## config.mk

```make
export PLATFORM = sky130hd
export DESIGN_NAME = kbc_top
export DESIGN_NICKNAME = d
export VERILOG_FILES = /design/src/rtl/kbc_pkg.sv /design/src/rtl/kbc_reg.sv /design/src/rtl/kbc_seq.sv /design/src/rtl/kbc_top.sv
export SDC_FILE = /design/constraint.sdc
export NUM_CORES = 1
export LEC_CHECK = 0
export BUFFER_PORTS_ARGS = -buffer_cell sky130_fd_sc_hd__clkbuf_2
export CORE_UTILIZATION = 52
export CTS_BUF_LIST = sky130_fd_sc_hd__clkbuf_2
export CTS_CLUSTER_DIAMETER = 200
export DETAILED_ROUTE_END_ITERATION = 16
export MAX_ROUTING_LAYER = met4
export PLACE_DENSITY = 0.86
export SLEW_MARGIN = 25
export SYNTH_ARGS = -nofsm -noshare
export SYNTH_HDL_FRONTEND = slang
export SYNTH_SLANG_ARGS = --single-unit
```

## constraint.sdc

```tcl
create_clock -name clk -period 1.8 [get_ports clk]
set_input_delay 0.36 -clock clk [delete_from_list [all_inputs] [get_ports clk]]
set_output_delay 0.36 -clock clk [all_outputs]
set_load 0.01 [all_outputs]
```

## src/rtl/kbc_pkg.sv

```systemverilog
package kbc_pkg;

    localparam int KBC_REG_W  = 16;
    localparam int KBC_CHAR_W = 8;

    typedef enum logic [2:0] {
        SQ_IDLE   = 3'd0,
        SQ_WDATA  = 3'd1,
        SQ_SETRDY = 3'd2,
        SQ_WAITRD = 3'd3,
        SQ_CLRRDY = 3'd4,
        SQ_FINISH = 3'd5
    } seq_state_t;

    function automatic logic seq_holds_char(seq_state_t s);
        return s != SQ_IDLE;
    endfunction

    function automatic logic seq_wants_stat(seq_state_t s);
        return (s == SQ_SETRDY) || (s == SQ_CLRRDY);
    endfunction

endpackage

```

## src/rtl/kbc_reg.sv

```systemverilog
module kbc_reg #(
    parameter int W = 16
) (
    input  logic         clk,
    input  logic         rst,
    input  logic         bus_wr,
    input  logic [W-1:0] bus_wdata,
    input  logic         dev_req,
    input  logic [W-1:0] dev_wdata,
    output logic [W-1:0] q,
    output logic         dev_gnt
);

    // The bus always wins. A device write lands only in a cycle with no
    // bus write, and the grant is returned one cycle after that write.
    always_ff @(posedge clk) begin
        if (rst) begin
            q       <= '0;
            dev_gnt <= 1'b0;
        end else if (bus_wr) begin
            q       <= bus_wdata;
            dev_gnt <= 1'b0;
        end else if (dev_req && !dev_gnt) begin
            q       <= dev_wdata;
            dev_gnt <= 1'b1;
        end else begin
            dev_gnt <= 1'b0;
        end
    end

endmodule

```

## src/rtl/kbc_seq.sv

```systemverilog
module kbc_seq
    import kbc_pkg::*;
#(
    parameter int REG_W  = 16,
    parameter int CHAR_W = 8
) (
    input  logic              clk,
    input  logic              rst,
    input  logic              src_valid,
    input  logic [CHAR_W-1:0] src_char,
    input  logic              bus_data_rd,
    input  logic [REG_W-1:0]  stat_q,
    input  logic              data_gnt,
    input  logic              stat_gnt,
    output logic              data_req,
    output logic [REG_W-1:0]  data_wval,
    output logic              stat_req,
    output logic [REG_W-1:0]  stat_wval,
    output logic              src_ack,
    output logic              src_done,
    output seq_state_t        state
);

    localparam int RDY_BIT = REG_W - 1;
    localparam int PAD_W   = REG_W - CHAR_W;

    seq_state_t        nxt;
    logic [CHAR_W-1:0] held_char;

    always_comb begin
        nxt = state;
        unique case (state)
            SQ_IDLE:   if (src_valid)   nxt = SQ_WDATA;
            SQ_WDATA:  if (data_gnt)    nxt = SQ_SETRDY;
            SQ_SETRDY: if (stat_gnt)    nxt = SQ_WAITRD;
            SQ_WAITRD: if (bus_data_rd) nxt = SQ_CLRRDY;
            SQ_CLRRDY: if (stat_gnt)    nxt = SQ_FINISH;
            SQ_FINISH:                  nxt = SQ_IDLE;
            default:                    nxt = SQ_IDLE;
        endcase
    end

    // Write values for both registers. The status value keeps bits 14:0
    // as they are now and only changes the ready bit.
    always_comb begin
        data_req  = (state == SQ_WDATA);
        data_wval = {{PAD_W{1'b0}}, held_char};
        stat_req  = seq_wants_stat(state);
        stat_wval = stat_q;
        stat_wval[RDY_BIT] = (state == SQ_SETRDY);
    end

    always_ff @(posedge clk) begin
        if (rst) begin
            state     <= SQ_IDLE;
            held_char <= '0;
            src_ack   <= 1'b0;
            src_done  <= 1'b0;
        end else begin
            state    <= nxt;
            src_done <= (state == SQ_WAITRD) && bus_data_rd;
            if (state == SQ_IDLE && src_valid) begin
                held_char <= src_char;
                src_ack   <= 1'b1;
            end else if (state == SQ_FINISH) begin
                src_ack   <= 1'b0;
            end
        end
    end

endmodule

```

## src/rtl/kbc_top.sv

```systemverilog
module kbc_top
    import kbc_pkg::*;
#(
    parameter int REG_W  = KBC_REG_W,
    parameter int CHAR_W = KBC_CHAR_W
) (
    input  logic              clk,
    input  logic              rst,
    input  logic              bus_stat_rd,
    input  logic              bus_stat_wr,
    input  logic              bus_data_rd,
    input  logic              bus_data_wr,
    input  logic [REG_W-1:0]  bus_wdata,
    output logic [REG_W-1:0]  stat_q,
    output logic [REG_W-1:0]  data_q,
    input  logic              src_valid,
    input  logic [CHAR_W-1:0] src_char,
    output logic              src_ack,
    output logic              src_done
);

    logic             data_req, data_gnt;
    logic             stat_req, stat_gnt;
    logic [REG_W-1:0] data_wval, stat_wval;
    seq_state_t       seq_state;
    logic             stat_rd_unused;

    // Read strobes carry no side effect in the registers themselves.
    assign stat_rd_unused = bus_stat_rd;

    kbc_reg #(.W(REG_W)) u_stat (
        .clk       (clk),
        .rst       (rst),
        .bus_wr    (bus_stat_wr),
        .bus_wdata (bus_wdata),
        .dev_req   (stat_req),
        .dev_wdata (stat_wval),
        .q         (stat_q),
        .dev_gnt   (stat_gnt)
    );

    kbc_reg #(.W(REG_W)) u_data (
        .clk       (clk),
        .rst       (rst),
        .bus_wr    (bus_data_wr),
        .bus_wdata (bus_wdata),
        .dev_req   (data_req),
        .dev_wdata (data_wval),
        .q         (data_q),
        .dev_gnt   (data_gnt)
    );

    kbc_seq #(.REG_W(REG_W), .CHAR_W(CHAR_W)) u_seq (
        .clk         (clk),
        .rst         (rst),
        .src_valid   (src_valid),
        .src_char    (src_char),
        .bus_data_rd (bus_data_rd),
        .stat_q      (stat_q),
        .data_gnt    (data_gnt),
        .stat_gnt    (stat_gnt),
        .data_req    (data_req),
        .data_wval   (data_wval),
        .stat_req    (stat_req),
        .stat_wval   (stat_wval),
        .src_ack     (src_ack),
        .src_done    (src_done),
        .state       (seq_state)
    );

endmodule

```

==> impl_metrics.py <==
metrics = {
    "worst_setup_path": {
        "critical_path_class": "reg2reg",
        "ff2ff_setup_slack_ps": 270,
        "reg2regPathDepth": 4,
        "critPathRequiredTime_ps": 2070,
        "r2r-end": "u_data.q[6]",
        "cp.arrival_ps": 1800,
        "reg2reg_from": "u_seq.state[1]",
        "end_kind": "flip-flop",
        "critPathMaxFanout": 17,
        "start_kind": "flip-flop",
    },
    "die": {
        "fp-row-count": 21,
        "ios": 65,
        "start_util": 0.561,
        "core_area_um2": 3470,
        "dieArea_um2": 3990,
        "die_w_um": 63.2,
        "die_h_um": 63.2,
    },
    "min_path": {
        "hold_end": "u_seq.held_char[0]",
        "hold_path_depth": 3,
        "hp-class": "in2reg",
        "min_from": "src_char[0]",
    },
    "synthesis": {
        "synth_area_um2": 1950,
        "ys_seq_area_frac": 0.483,
        "synth.ff_latch_count": 47,
        "yosys.area.top_type": "dfxtp_1",
        "async_reset_ff_frac": 0,
        "syn_nets": 236,
        "avgSynthCellArea_um2": 9.50,
        "synthDistinctLibCells": 31,
        "synth_edf_count": 0,
        "netlist.area_leader.share": 0.483,
        "synth_ff_type": "dfxtp_1",
        "synthCells": 205,
        "yosys-top-cells-area": "dfxtp_1 48%, mux2i_1 7.7%, a21oi_1 5.1%",
        "yosysWarnings": 0,
    },
    "timing": {
        "rsz0062_at_grt": "false",
        "finalCriticalPeriod_ps": 1530,
        "slew_headroom": 0.551,
        "fin_crit_sh": 0.851,
        "fmax_mhz": 652,
        "setup_viol": 0,
        "whs_ps": 140,
        "drv_slew": 0,
        "skew_ps": 13.1,
        "worstMarginPinSlew_ps": 674,
        "setup_tns_ps": 0,
        "hold_violations": 0,
    },
    "power_and_ir_drop": {
        "internal_power_mw": 1.35,
        "p_comb_frac": 0.179,
        "p_clk_frac": 0.207,
        "p_seq_frac": 0.614,
        "power_mw": 1.86,
        "sw_frac_of_total": 0.276,
        "powerDensity_nw_per_um2": 806,
        "ir_drop_v": 0.000548,
        "p_leak_nw": 1.06,
        "p_sw_uw": 513,
    },
    "clocking": {
        "htree_levels": 2,
        "path_clk_slew_ps": 200,
        "max-clock-path-buffers": 2,
        "cts_tree": "done",
        "cts-root-buf": "clkbuf_2",
        "cts_hold_buffers": 0,
        "clk_latency_ps": 400,
        "numClockSinks": 47,
        "cts-buffers-inserted": 5,
        "cts_setup_buffers": 0,
        "ctsResizeCount": 0,
    },
    "flow_run": {
        "drv_cap": 0,
    },
    "layout": {
        "drive_gt1_frac": 0.340,
        "area_growth_pct": 18.5,
        "nFillCells": 302,
        "layout_common_cells": "69 x clkbuf_2, 47 x dfxtp_1, 25 x nand2_1",
        "n_antenna_cell": 0,
        "layout_commonest_cell": "clkbuf_2",
        "nNetsFinal": 297,
    },
    "detailed_routing": {
        "drc_errors": 0,
        "vias": 1617,
        "via_per_inst": 5.20,
        "drtAntennaViolNets": 0,
        "drt-total-wl_mm": 3.78,
        "drt-wirelength-per-cell_um": 12.1,
        "drtIter0Drc": 110,
        "dr.pass1.iters": 4,
    },
    "global_route": {
        "grt_pass1_vias": 1547,
        "grt_max_degree": 48,
        "antenna_found_initial": 0,
        "gr-usage-all-layers": 0.214,
        "gr-total-overflow": 0,
        "grt_pass1_wl_mm": 6.53,
    },
    "place": {
        "place.gp.congestion": 0.877,
        "dpl.hpwl_mm": 2.61,
        "io_buffers": 63,
    },
    "status": {
        "outcome": "finished clean",
    },
}
==> cells by family (layout without fill, tap and decap cells) <==
family          Yosys count  in the layout  share of synthesized area
buf+inv                  28             88                     0.0803
compound gates           34             34                      0.132
flops                    47             47                      0.483
simple gates             79             79                      0.217
xor+xnor                  1              1                    0.00450
mux                      16             16                     0.0829
==> state kept, by name (all words and copies together), names as in the netlist <==
name	count
u_seq.src_done	1
u_stat.dev_gnt	1
u_seq.src_ack	1
u_data.dev_gnt	1
u_stat.q	16
u_seq.state	3
u_seq.held_char	8
u_data.q	16
==> synthesized netlist by cell type (all sizes together) (2+ instances only) <==
library cell	instances
a221oi	2
a21oi	20
or4b	2
clkbuf	9
dfxtp	47
nand3b	8
nor2	18
a2111oi	8
nand2	25
inv	11
nor4	2
nor4b	2
mux2i	15
buf	8
nor3	18
==> area by class of cell <==
cell class / instances / area [µm²] / area share
Clock buffer: 6 / 30.0 / 0.0130
Inverter: 11 / 41.3 / 0.0179
Multi-Input combinational cell: 130 / 850 / 0.368
Sequential cell: 47 / 941 / 0.408
Tap cell: 46 / 57.6 / 0.0249
Timing Repair Buffer: 71 / 388 / 0.168
==> worst max-delay path: stages (launching register included) <==
cell	delay, ps
dfxtp_1	410
or4b_1	510
buf_4	210
nor3_1	210
a2111oi_2	50
==> how the worst max path moves through the flow <==
stage          cells past startpoint      startpoint           to
2_1_floorplan                      5  u_seq.state[2]  u_data.q[3]
3_3_place_gp                       4  u_seq.state[2]  u_data.q[5]
3_5_place_dp                       3     bus_data_wr  u_data.q[2]
4_1_cts                            4  u_seq.state[1]  u_data.q[6]
5_1_grt                            4  u_seq.state[1]  u_data.q[2]
6_report                           4  u_seq.state[1]  u_data.q[6]
==> stage by stage <==
| stage | cell area [µm²] | setup slack (ps) | cells | util |
|---|---|---|---|---|
| after floorplan | 1950 | 367 | 205 | - |
| after global placement | 2280 | 322 | 305 | 0.657 |
| after detailed placement | 2280 | 307 | 305 | 0.657 |
| after CTS | 2310 | 281 | 311 | 0.665 |
| after global routing | 2310 | 182 | 311 | 0.665 |
| final | 2310 | 267 | 311 | 0.665 |
==> metal layers <==
metal  part of all wire  routed length [µm]  global-route usage
met1               0.47                1760               0.244
met5                  0                   0                   -
met4              0.018                  68               0.111
met3              0.049                 187              0.0453
met2               0.47                1760               0.351
==> power groups by stage <==
stage / clock [mW] / combinational (mW) / sequential [mW]
6_report: 0.384 / 0.333 / 1.14
5_1_grt: 0.446 / 0.368 / 1.15
4_1_cts: 0.398 / 0.337 / 1.14
3_5_place_dp: 0 / 0.336 / 1.16
3_3_place_gp: 0 / 0.330 / 1.16
2_1_floorplan: 0 / 0.195 / 1.18
Power figures use the tool's default switching activity.
